File: src/rtl/spw_pkg.sv
package spw_pkg;

  typedef enum logic [1:0] {
    PM_OPEN = 2'd0,
    PM_LOCK = 2'd1,
    PM_BURN = 2'd2
  } prot_mode_e;

  localparam logic [7:0] LOCK_CODE = 8'h55;
  localparam logic [7:0] BURN_CODE = 8'hAA;

  function automatic prot_mode_e decode_prot(input logic [7:0] code);
    if (code == LOCK_CODE)      return PM_LOCK;
    else if (code == BURN_CODE) return PM_BURN;
    else                        return PM_OPEN;
  endfunction

endpackage

File: src/rtl/spw_merge.sv
module spw_merge
  import spw_pkg::*;
#(
  parameter int BYTE_W = 8
) (
  input  prot_mode_e        mode,
  input  logic [BYTE_W-1:0] din,
  input  logic [BYTE_W-1:0] stored,
  output logic [BYTE_W-1:0] dout
);

  always_comb begin
    unique case (mode)
      PM_LOCK: dout = stored;
      PM_BURN: dout = din & stored;
      default: dout = din;
    endcase
  end

endmodule

File: src/rtl/spw_store.sv
module spw_store #(
  parameter int SP_BYTES = 8,
  parameter int BYTE_W   = 8,
  localparam int OFF_W   = $clog2(SP_BYTES)
) (
  input  logic                         clk,
  input  logic                         rst_n,
  input  logic                         wr_en,
  input  logic [OFF_W-1:0]             wr_lane,
  input  logic [BYTE_W-1:0]            wr_data,
  output logic [SP_BYTES*BYTE_W-1:0]   sp_data
);

  logic [SP_BYTES-1:0] lane_we;

  for (genvar i = 0; i < SP_BYTES; i++) begin : g_lane
    assign lane_we[i] = wr_en && (wr_lane == OFF_W'(i));

    always_ff @(posedge clk or negedge rst_n) begin
      if (!rst_n)          sp_data[i*BYTE_W +: BYTE_W] <= '0;
      else if (lane_we[i]) sp_data[i*BYTE_W +: BYTE_W] <= wr_data;
    end
  end

  AST_ONE_LANE: assert property (@(posedge clk) disable iff (!rst_n)
    $onehot0(lane_we)) else $error("more than one lane written");

endmodule

File: src/rtl/spw_status.sv
module spw_status #(
  parameter int SP_BYTES = 8,
  localparam int OFF_W   = $clog2(SP_BYTES),
  localparam int CNT_W   = $clog2(SP_BYTES + 2)
) (
  input  logic             clk,
  input  logic             rst_n,
  input  logic             load,
  input  logic [OFF_W-1:0] load_off,
  input  logic             accept,
  input  logic             power_loss,
  input  logic             copied,
  output logic [OFF_W-1:0] ptr,
  output logic [OFF_W-1:0] end_off,
  output logic             partial,
  output logic             done_flag,
  output logic             full_row
);

  localparam logic [OFF_W-1:0] LAST_LANE = OFF_W'(SP_BYTES - 1);
  localparam logic [CNT_W-1:0] CNT_FULL  = CNT_W'(SP_BYTES);
  localparam logic [CNT_W-1:0] CNT_OVER  = CNT_W'(SP_BYTES + 1);

  logic             first_q;
  logic [CNT_W-1:0] cnt_q;
  logic [OFF_W-1:0] start_q;

  always_ff @(posedge clk or negedge rst_n) begin
    if (!rst_n) begin
      ptr       <= '0;
      end_off   <= '0;
      partial   <= 1'b1;
      done_flag <= 1'b0;
      first_q   <= 1'b0;
      cnt_q     <= '0;
      start_q   <= '0;
    end else begin
      if (load) begin
        ptr       <= load_off;
        end_off   <= load_off;
        start_q   <= load_off;
        first_q   <= 1'b1;
        cnt_q     <= '0;
        done_flag <= 1'b0;
        partial   <= 1'b1;
      end else if (accept) begin
        ptr       <= ptr + OFF_W'(1);
        first_q   <= 1'b0;
        done_flag <= 1'b0;
        if (!first_q)          end_off <= end_off + OFF_W'(1);
        if (cnt_q != CNT_OVER) cnt_q   <= cnt_q + CNT_W'(1);
        if (ptr == LAST_LANE)  partial <= 1'b0;
      end else if (copied) begin
        done_flag <= 1'b1;
      end
      if (power_loss) partial <= 1'b1;
    end
  end

  assign full_row = (cnt_q == CNT_FULL) && (start_q == '0) && !partial;

  AST_PTR_STEP: assert property (@(posedge clk) disable iff (!rst_n)
    accept |=> ptr == $past(ptr) + OFF_W'(1)) else $error("pointer step");
  AST_LOAD_END: assert property (@(posedge clk) disable iff (!rst_n)
    load |=> end_off == $past(load_off)) else $error("end lane load");
  AST_PF_ON_LOSS: assert property (@(posedge clk) disable iff (!rst_n)
    power_loss |=> partial) else $error("partial after loss");
  AST_AA_CLEARED: assert property (@(posedge clk) disable iff (!rst_n)
    accept |=> !done_flag) else $error("copied flag after write");

endmodule

File: src/rtl/spw_ctrl.sv
module spw_ctrl
  import spw_pkg::*;
#(
  parameter int ADDR_W     = 16,
  parameter int BYTE_W     = 8,
  parameter int SP_BYTES   = 8,
  parameter int PAGES      = 4,
  parameter int PAGE_BYTES = 32,
  parameter int ARRAY_END  = 144,
  localparam int OFF_W     = $clog2(SP_BYTES),
  localparam int PAGE_W    = $clog2(PAGES),
  localparam int PG_SHIFT  = $clog2(PAGE_BYTES),
  localparam int DATA_END  = PAGES * PAGE_BYTES,
  localparam int ES_W      = 8
) (
  input  logic                       clk,
  input  logic                       rst_n,
  input  logic                       addr_load,
  input  logic [ADDR_W-1:0]          addr_in,
  input  logic                       in_valid,
  output logic                       in_ready,
  input  logic [BYTE_W-1:0]          in_data,
  input  logic                       cmd_end,
  input  logic                       power_loss,
  input  logic                       copied,
  output logic [ADDR_W-1:0]          rd_addr,
  input  logic [BYTE_W-1:0]          rd_data,
  output logic [PAGE_W-1:0]          prot_page,
  input  logic [BYTE_W-1:0]          prot_data,
  output logic [SP_BYTES*BYTE_W-1:0] sp_data,
  output logic [ADDR_W-1:0]          target_addr,
  output logic [ES_W-1:0]            es,
  output logic                       copy_valid,
  output logic                       target_invalid
);

  logic              active_q;
  logic              accept;
  logic [OFF_W-1:0]  ptr;
  logic [OFF_W-1:0]  end_off;
  logic              partial;
  logic              done_flag;
  logic              in_data_page;
  prot_mode_e        mode;
  logic [BYTE_W-1:0] merged;

  always_ff @(posedge clk or negedge rst_n) begin
    if (!rst_n) begin
      active_q    <= 1'b0;
      target_addr <= '0;
    end else if (addr_load) begin
      active_q    <= 1'b1;
      target_addr <= addr_in;
    end else if (cmd_end) begin
      active_q    <= 1'b0;
    end
  end

  assign in_ready = active_q && !addr_load && !cmd_end;
  assign accept   = in_valid && in_ready;

  assign rd_addr      = {target_addr[ADDR_W-1:OFF_W], ptr};
  assign prot_page    = target_addr[PG_SHIFT +: PAGE_W];
  assign in_data_page = target_addr < ADDR_W'(DATA_END);
  assign mode         = in_data_page ? decode_prot(prot_data) : PM_OPEN;
  assign target_invalid = target_addr >= ADDR_W'(ARRAY_END);

  spw_merge #(.BYTE_W(BYTE_W)) u_merge (
    .mode   (mode),
    .din    (in_data),
    .stored (rd_data),
    .dout   (merged)
  );

  spw_store #(.SP_BYTES(SP_BYTES), .BYTE_W(BYTE_W)) u_store (
    .clk     (clk),
    .rst_n   (rst_n),
    .wr_en   (accept),
    .wr_lane (ptr),
    .wr_data (merged),
    .sp_data (sp_data)
  );

  spw_status #(.SP_BYTES(SP_BYTES)) u_status (
    .clk        (clk),
    .rst_n      (rst_n),
    .load       (addr_load),
    .load_off   (addr_in[OFF_W-1:0]),
    .accept     (accept),
    .power_loss (power_loss),
    .copied     (copied),
    .ptr        (ptr),
    .end_off    (end_off),
    .partial    (partial),
    .done_flag  (done_flag),
    .full_row   (copy_valid)
  );

  always_comb begin
    es            = '0;
    es[OFF_W-1:0] = end_off;
    es[5]         = partial;
    es[7]         = done_flag;
  end

  logic [OFF_W-1:0]  prev_lane;
  logic [BYTE_W-1:0] prev_byte;
  assign prev_lane = ptr - OFF_W'(1);
  assign prev_byte = sp_data[BYTE_W*int'(prev_lane) +: BYTE_W];

  AST_OPEN_PASS: assert property (@(posedge clk) disable iff (!rst_n)
    (accept && mode == PM_OPEN) |=> prev_byte == $past(in_data)) else $error("open store");
  AST_LOCK_KEEPS: assert property (@(posedge clk) disable iff (!rst_n)
    (accept && mode == PM_LOCK) |=> prev_byte == $past(rd_data)) else $error("lock store");
  AST_BURN_NO_RISE: assert property (@(posedge clk) disable iff (!rst_n)
    (accept && mode == PM_BURN) |=> (prev_byte & ~$past(rd_data)) == '0) else $error("burn rise");
  AST_IDLE_HOLD: assert property (@(posedge clk) disable iff (!rst_n)
    !active_q |=> $stable(sp_data)) else $error("idle write");

endmodule

File: config.mk
export PLATFORM = sky130hd
export DESIGN_NAME = spw_ctrl
export DESIGN_NICKNAME = d
export VERILOG_FILES = /design/src/rtl/spw_pkg.sv /design/src/rtl/spw_merge.sv /design/src/rtl/spw_store.sv /design/src/rtl/spw_status.sv /design/src/rtl/spw_ctrl.sv
export SDC_FILE = /design/constraint.sdc
export NUM_CORES = 1
export LEC_CHECK = 0
export BUFFER_PORTS_ARGS = -buffer_cell sky130_fd_sc_hd__buf_4
export CORE_MARGIN = 2
export CORE_UTILIZATION = 25
export CTS_CLUSTER_SIZE = 8
export DETAILED_ROUTE_END_ITERATION = 16
export PLACE_DENSITY = 0.47
export SLEW_MARGIN = 20
export SYNTH_ARGS = -nofsm -noshare
export SYNTH_HDL_FRONTEND = slang
export SYNTH_SLANG_ARGS = --single-unit
File: constraint.sdc
create_clock -name clk -period 6.1 [get_ports clk]
set_input_delay 0 -clock clk [delete_from_list [all_inputs] [get_ports clk]]
set_output_delay 0 -clock clk [all_outputs]
set_load 0.02 [all_outputs]
# After elaboration in Yosys (flattened, before gate mapping)
# Index checks and enable logic that the tools add are counted.
# word_totals
output_inout_bits	109
regBits	97
word_cells	87
in_bits	47
# op_classes
bitwise_logic	1
reduce_logical	27
eq_ne	14
muxes	23
order_cmp	2
addsub	3
# ops
operator	count
>= comparator 16 x 8 -> 1 bit, second input constant	1
less-than comparator 16 x 8 -> 1 bit, second input constant	1
case mux 8 bit (2 select lines)	1
two-way mux 3 bit	5
logical AND 1 bit	13
== test 3 bit, second input constant	4
two-way mux 4 bit	3
two-way mux 1 bit	11
nonzero test 3 bit	3
bitwise AND 8 bit	1
== test 8 x 7 -> 1 bit, second input constant	1
== test 8 bit, second input constant	1
adder 3 x 1 -> 3 bit, second input constant	2
== test 3 x 2 -> 1 bit, second input constant	2
zero test 3 bit	2
two-way mux 2 bit	3
AND reduction 2 bit	3
nonzero test 2 bit	3
adder 4 x 1 -> 4 bit, second input constant	1
== test 4 bit, second input constant	1
inequality test 4 bit, second input constant	1
== test 3 x 1 -> 1 bit, second input constant	1
zero test 1 bit	3
== test 2 x 1 -> 1 bit, second input constant	1
2 further kinds	2

# Longest topological paths before layout
# logic_depth
word_depth	7
mapped_depth	11
depth_no_buf	9

# By module
# A second synthesis with hierarchy kept.
# hier_totals
cells_unflattened	315
area_unflattened_um2	4365.4
# modules_own_cells
module	seq_area_each_um2	cells_per_inst	area_each_um2	n_inst
spw_store	1601.5	143	2452.4	1
spw_ctrl	425.4	74	885.8	1
spw_status	401.6	68	832.0	1
spw_merge	0.0	30	195.2	1

# Worst setup path after synthesis
# OpenSTA, ideal clock, no wires.
# synth_path
kind	register to register
startpoint	register target_addr[14]
endpoint	register u_store.sp_data[40]
setup_time_ns	0.125
path_slack_ns	3.622
path_buffers	2
path_stages_with_launch	12
required_time_ns	5.975
arrival_ns	2.353
path_cell_list	dfrtp_1 > nor4_1 > nand2_1 > nor2_1 > nand3_1 > ha_1 > buf_2 > nand2b_1 > buf_2 > nand2_1 > a22o_1 > mux2_2
# synth_via
elab_chain_cells	4
# synth_lines
item	line	text
from (decl)	spw_ctrl.sv:31	output logic [ADDR_W-1:0] target_addr,
from (signal assigned)	spw_ctrl.sv:53	target_addr <= addr_in;
less-than comparator 16 x 8 -> 1 bit *	spw_ctrl.sv:64	assign in_data_page = target_addr < ADDR_W'(DATA_END);
two-way mux 2 bit *	spw_ctrl.sv:65	assign mode = in_data_page ? decode_prot(prot_data) : PM_OPEN;
== test 2 bit / == test 2 x 1 -> 1 bit (equally long branches)	spw_merge.sv:13	unique case (mode)
case mux 8 bit (2 select lines) *	spw_merge.sv:13	
to (signal, indexed assignment)	spw_store.sv:21	else if (lane_we[i]) sp_data[i*BYTE_W +: BYTE_W] <= wr_data;
to (decl)	spw_store.sv:11	output logic [SP_BYTES*BYTE_W-1:0] sp_data
# Every way passes the cells marked *; elsewhere a longest branch is shown, timed or not.
# A chain may end at the register's enable or synchronous reset.

# Worst setup path after layout
# layout_path
startpoint	register target_addr[10]
endpoint	register u_store.sp_data[63]
# Same word-level chain as after synthesis.

==> impl_metrics.yaml <==
run_status:
  outcome: "finished, final reports clean"
drt:
  antenna_violating_nets_post_route: 0
  vias: 3040
  route.detailed.drc: 0
  viasPerCell: 4.31
  dr.pass1.iters: 4
  drt_iter0_drc: 107
  wl_per_cell_um: 17.0
  wl_mm: 12.0
place:
  dp_hpwl_mm: 8.64
  gp_congestion: 0.840
  port_buffers: 152
clock_tree:
  cts_buffers: 9
  cts-root-buf: "clkbuf_16"
  insertion_delay_ps: 350
  cts_buffer_depth: 2
  h-tree-depth: 3
  clock-sinks: 94
  cts_tree: "built"
  clk_pin_slew_ps: 70
critical_path:
  cp_slowest_stage_delay_ps: 500
  crit_slowest_cell: "nor4_1"
  rr_startpoint: "target_addr[10]"
  setup.worst_path.start: "target_addr[10]"
  critical-path-top-delay-family: "simple AND/OR/NAND/NOR gates"
  path_cells: "nor4_1 > nand2_1 > nor2_1 > nand3_1 > ha_1 > nand2b_1 > nand2_1 > a22o_1 > mux2_2"
  crit_top_cell: "nand2_1"
  cp-end-kind: "register"
  crit_buf_inv: 0
  arrival_ps: 3350
  path_class: "register to register"
  crit_path_max_fanout: 9
  required_ps: 6330
  startpoint_type: "register"
global_routing:
  grt_max_degree: 55
  grt_usage_pct: 13.3
  grt_busiest_layer: "met2"
  grt_pass1_wl_mm: 18.1
  grt_pass1_vias: 3145
  overflow: 0
  antenna_found_initial: 0
  grt_use_met3_pct: 3.93
  grt_use_met2_pct: 22.1
  met1_usage_pct: 16.4
synthesis:
  yosys.area.top_type_share_pct: 53.9
  synth_top_family_by_area: "multiplexers"
  synth_edf_count: 0
  ys_ff_latch: 94
  yosysMostFrequentCell: "dfrtp_1"
  synth.top_cells.by_area: "dfrtp_1, mux2_2, buf_4, ha_1, mux2_4"
  synth-simple-area-share_pct: 9.74
  yosys_most_used_dff: "dfrtp_1"
  ys_warn_count: 0
  ys_types: 43
  syn_area_um2: 4320
  synthTopCellsByCount: "dfrtp_1, mux2_2, buf_4"
  yosys.area_share.adder_pct: 3.48
  synth_top_cell_by_area: "dfrtp_1"
  synthCells: 322
  synthXorXnorAreaFrac_pct: 0.609
  synthMuxAreaShare_pct: 21.8
  synth_compound_area_share_pct: 3.59
  async_reset_ff_share_pct: 100
  postSynthAreaPerCell_um2: 13.4
  seq_area_frac_synth_pct: 54.5
sta:
  finalHoldViolCount: 0
  fin_skew_ps: 7.23
  maxSlewHeadroom_pct: 52.2
  maxSlewViolCount: 0
  fin_crit_sh_pct: 51.2
  worst_slew_pin_slew_ps: 714
  setup_viol: 0
  period_needed_ps: 3120
  rsz0062_at_grt: "false"
  fmax_mhz: 320
  fin_tns_setup_ps: 0
  holdWs_ps: 108
cells_and_area:
  multiInputGateArea_um2: 1700
  drive_above_1_share_pct: 54.1
  area_growth_pct: 39.6
  antennaDiodeCount: 0
  fin_nets: 535
  fill_cells: 1705
  seqCellArea_um2: 2350
power_and_ir_drop:
  ir_worst_vdd_mv: 0.135
  power.density_nw_per_um2: 324
  p_leak_nw: 2.96
job:
  maxCapViolations: 0
die:
  start_util_pct: 25.2
  core-area_um2: 17100
  fp.dieArea_um2: 18300
  pin_count: 156
  fp.dieW_um: 135
  rows: 48
  die_y_um: 135
hold_path:
  hp-class: "input port to register"
  hold_start: "addr_load"
## worst paths after layout
kind	endpoint	depth (start not counted)	slack [ps]
worst max register to register	u_store.sp_data[63]	9	2980
worst min register to register	u_store.sp_data[11]	1	510
max in group asynchronous	u_store.sp_data[24]	3	4790
worst max-delay path	u_store.sp_data[63]	9	2980
worst min-delay path	u_status.cnt_q[0]	2	110
min in group asynchronous	u_status.end_off[1]	2	170
## cell families after synthesis
kind of cell	Yosys count
XOR/XNOR	3
multiplexers	81
adder cells (fa/ha/maj)	12
flip-flops	94
AO/OA/AOI/OAI	21
AND/OR/NAND/NOR	69
other	1
buffers and inverters	41
## what timing repair did
item                                   in CTS  in global routing
setup endpoints to repair                   0                  0
gates resized for setup                     0                  0
hold buffers                               20                  0
endpoints found under the hold margin      63                  0
buffers inserted                            0                  0
## state kept, by name, summed over array words and instances (netlist names)
name and count:
target_addr 16, u_status.end_off 3, u_status.partial 1, active_q 1, u_status.done_flag 1, u_store.sp_data 64
u_status.ptr 3, u_status.cnt_q 4, u_status.first_q 1
## cell usage in the layout (no fill, tap or decap), types with 2 or more instances in the layout
cell           Yosys  routed
nor2_1            15      15
nand2_1           20      20
dfrtp_1           93      93
nand4b_1           2       2
inv_1              9       9
nor4_1             3       3
mux2_4             8       8
dlygate4sd3_1      0      20
nor3_1             2       2
nand3_1            3       3
nand2b_1           2       2
and4b_1            2       2
a22o_1             7       7
nor4bb_1           4       4
ha_1              12      12
clkbuf_16          0       9
o21ai_0            2       2
clkinv_4           0       2
nor2b_1            3       3
a211oi_1           3       3
xnor2_1            2       2
and3_1             2       2
nand3_2            3       3
buf_4             22     153
mux2_2            72      72
conb_1             1       3
a21oi_1            5       5
inv_8              0       2
## cell type report
class | instances | share of cell area [%]
multi-input cells | 189 | 28.3
repair buffers | 173 | 22.4
flip-flops and latches | 94 | 39.0
well taps | 225 | 4.67
clock inverters | 7 | 1.37
inverters | 9 | 0.560
clock buffers | 9 | 3.74
## layer usage
layer / wire (µm) / share of wire [%]
met2: 5880 / 49
met5: 0 / 0
met1: 5170 / 43
met3: 645 / 5.4
met4: 291 / 2.4
## stage by stage
stage	util (%)	cells	power (W)	setup WS [ps]	area [µm²]
finish	35.2	706	0.00195	2980	6030
global route	35.2	706	0.00206	2630	6030
CTS	35.2	706	0.00199	2830	6030
detailed placement	32.3	670	0.00138	2840	5520
global placement	32.3	670	0.00137	2920	5520
floorplan	-	324	0.00111	3620	4330
## where the power goes
| part | leakage (nW) | switching [W] | internal (W) |
|---|---|---|---|
| clock network | 0.149 | 0.000265 | 0.000325 |
| registers | 1.19 | 0.0000810 | 0.000734 |
| logic | 1.61 | 0.000279 | 0.000271 |
| total | 2.96 | 0.000625 | 0.00133 |
Note: power is estimated with default switching activity, not from simulation.
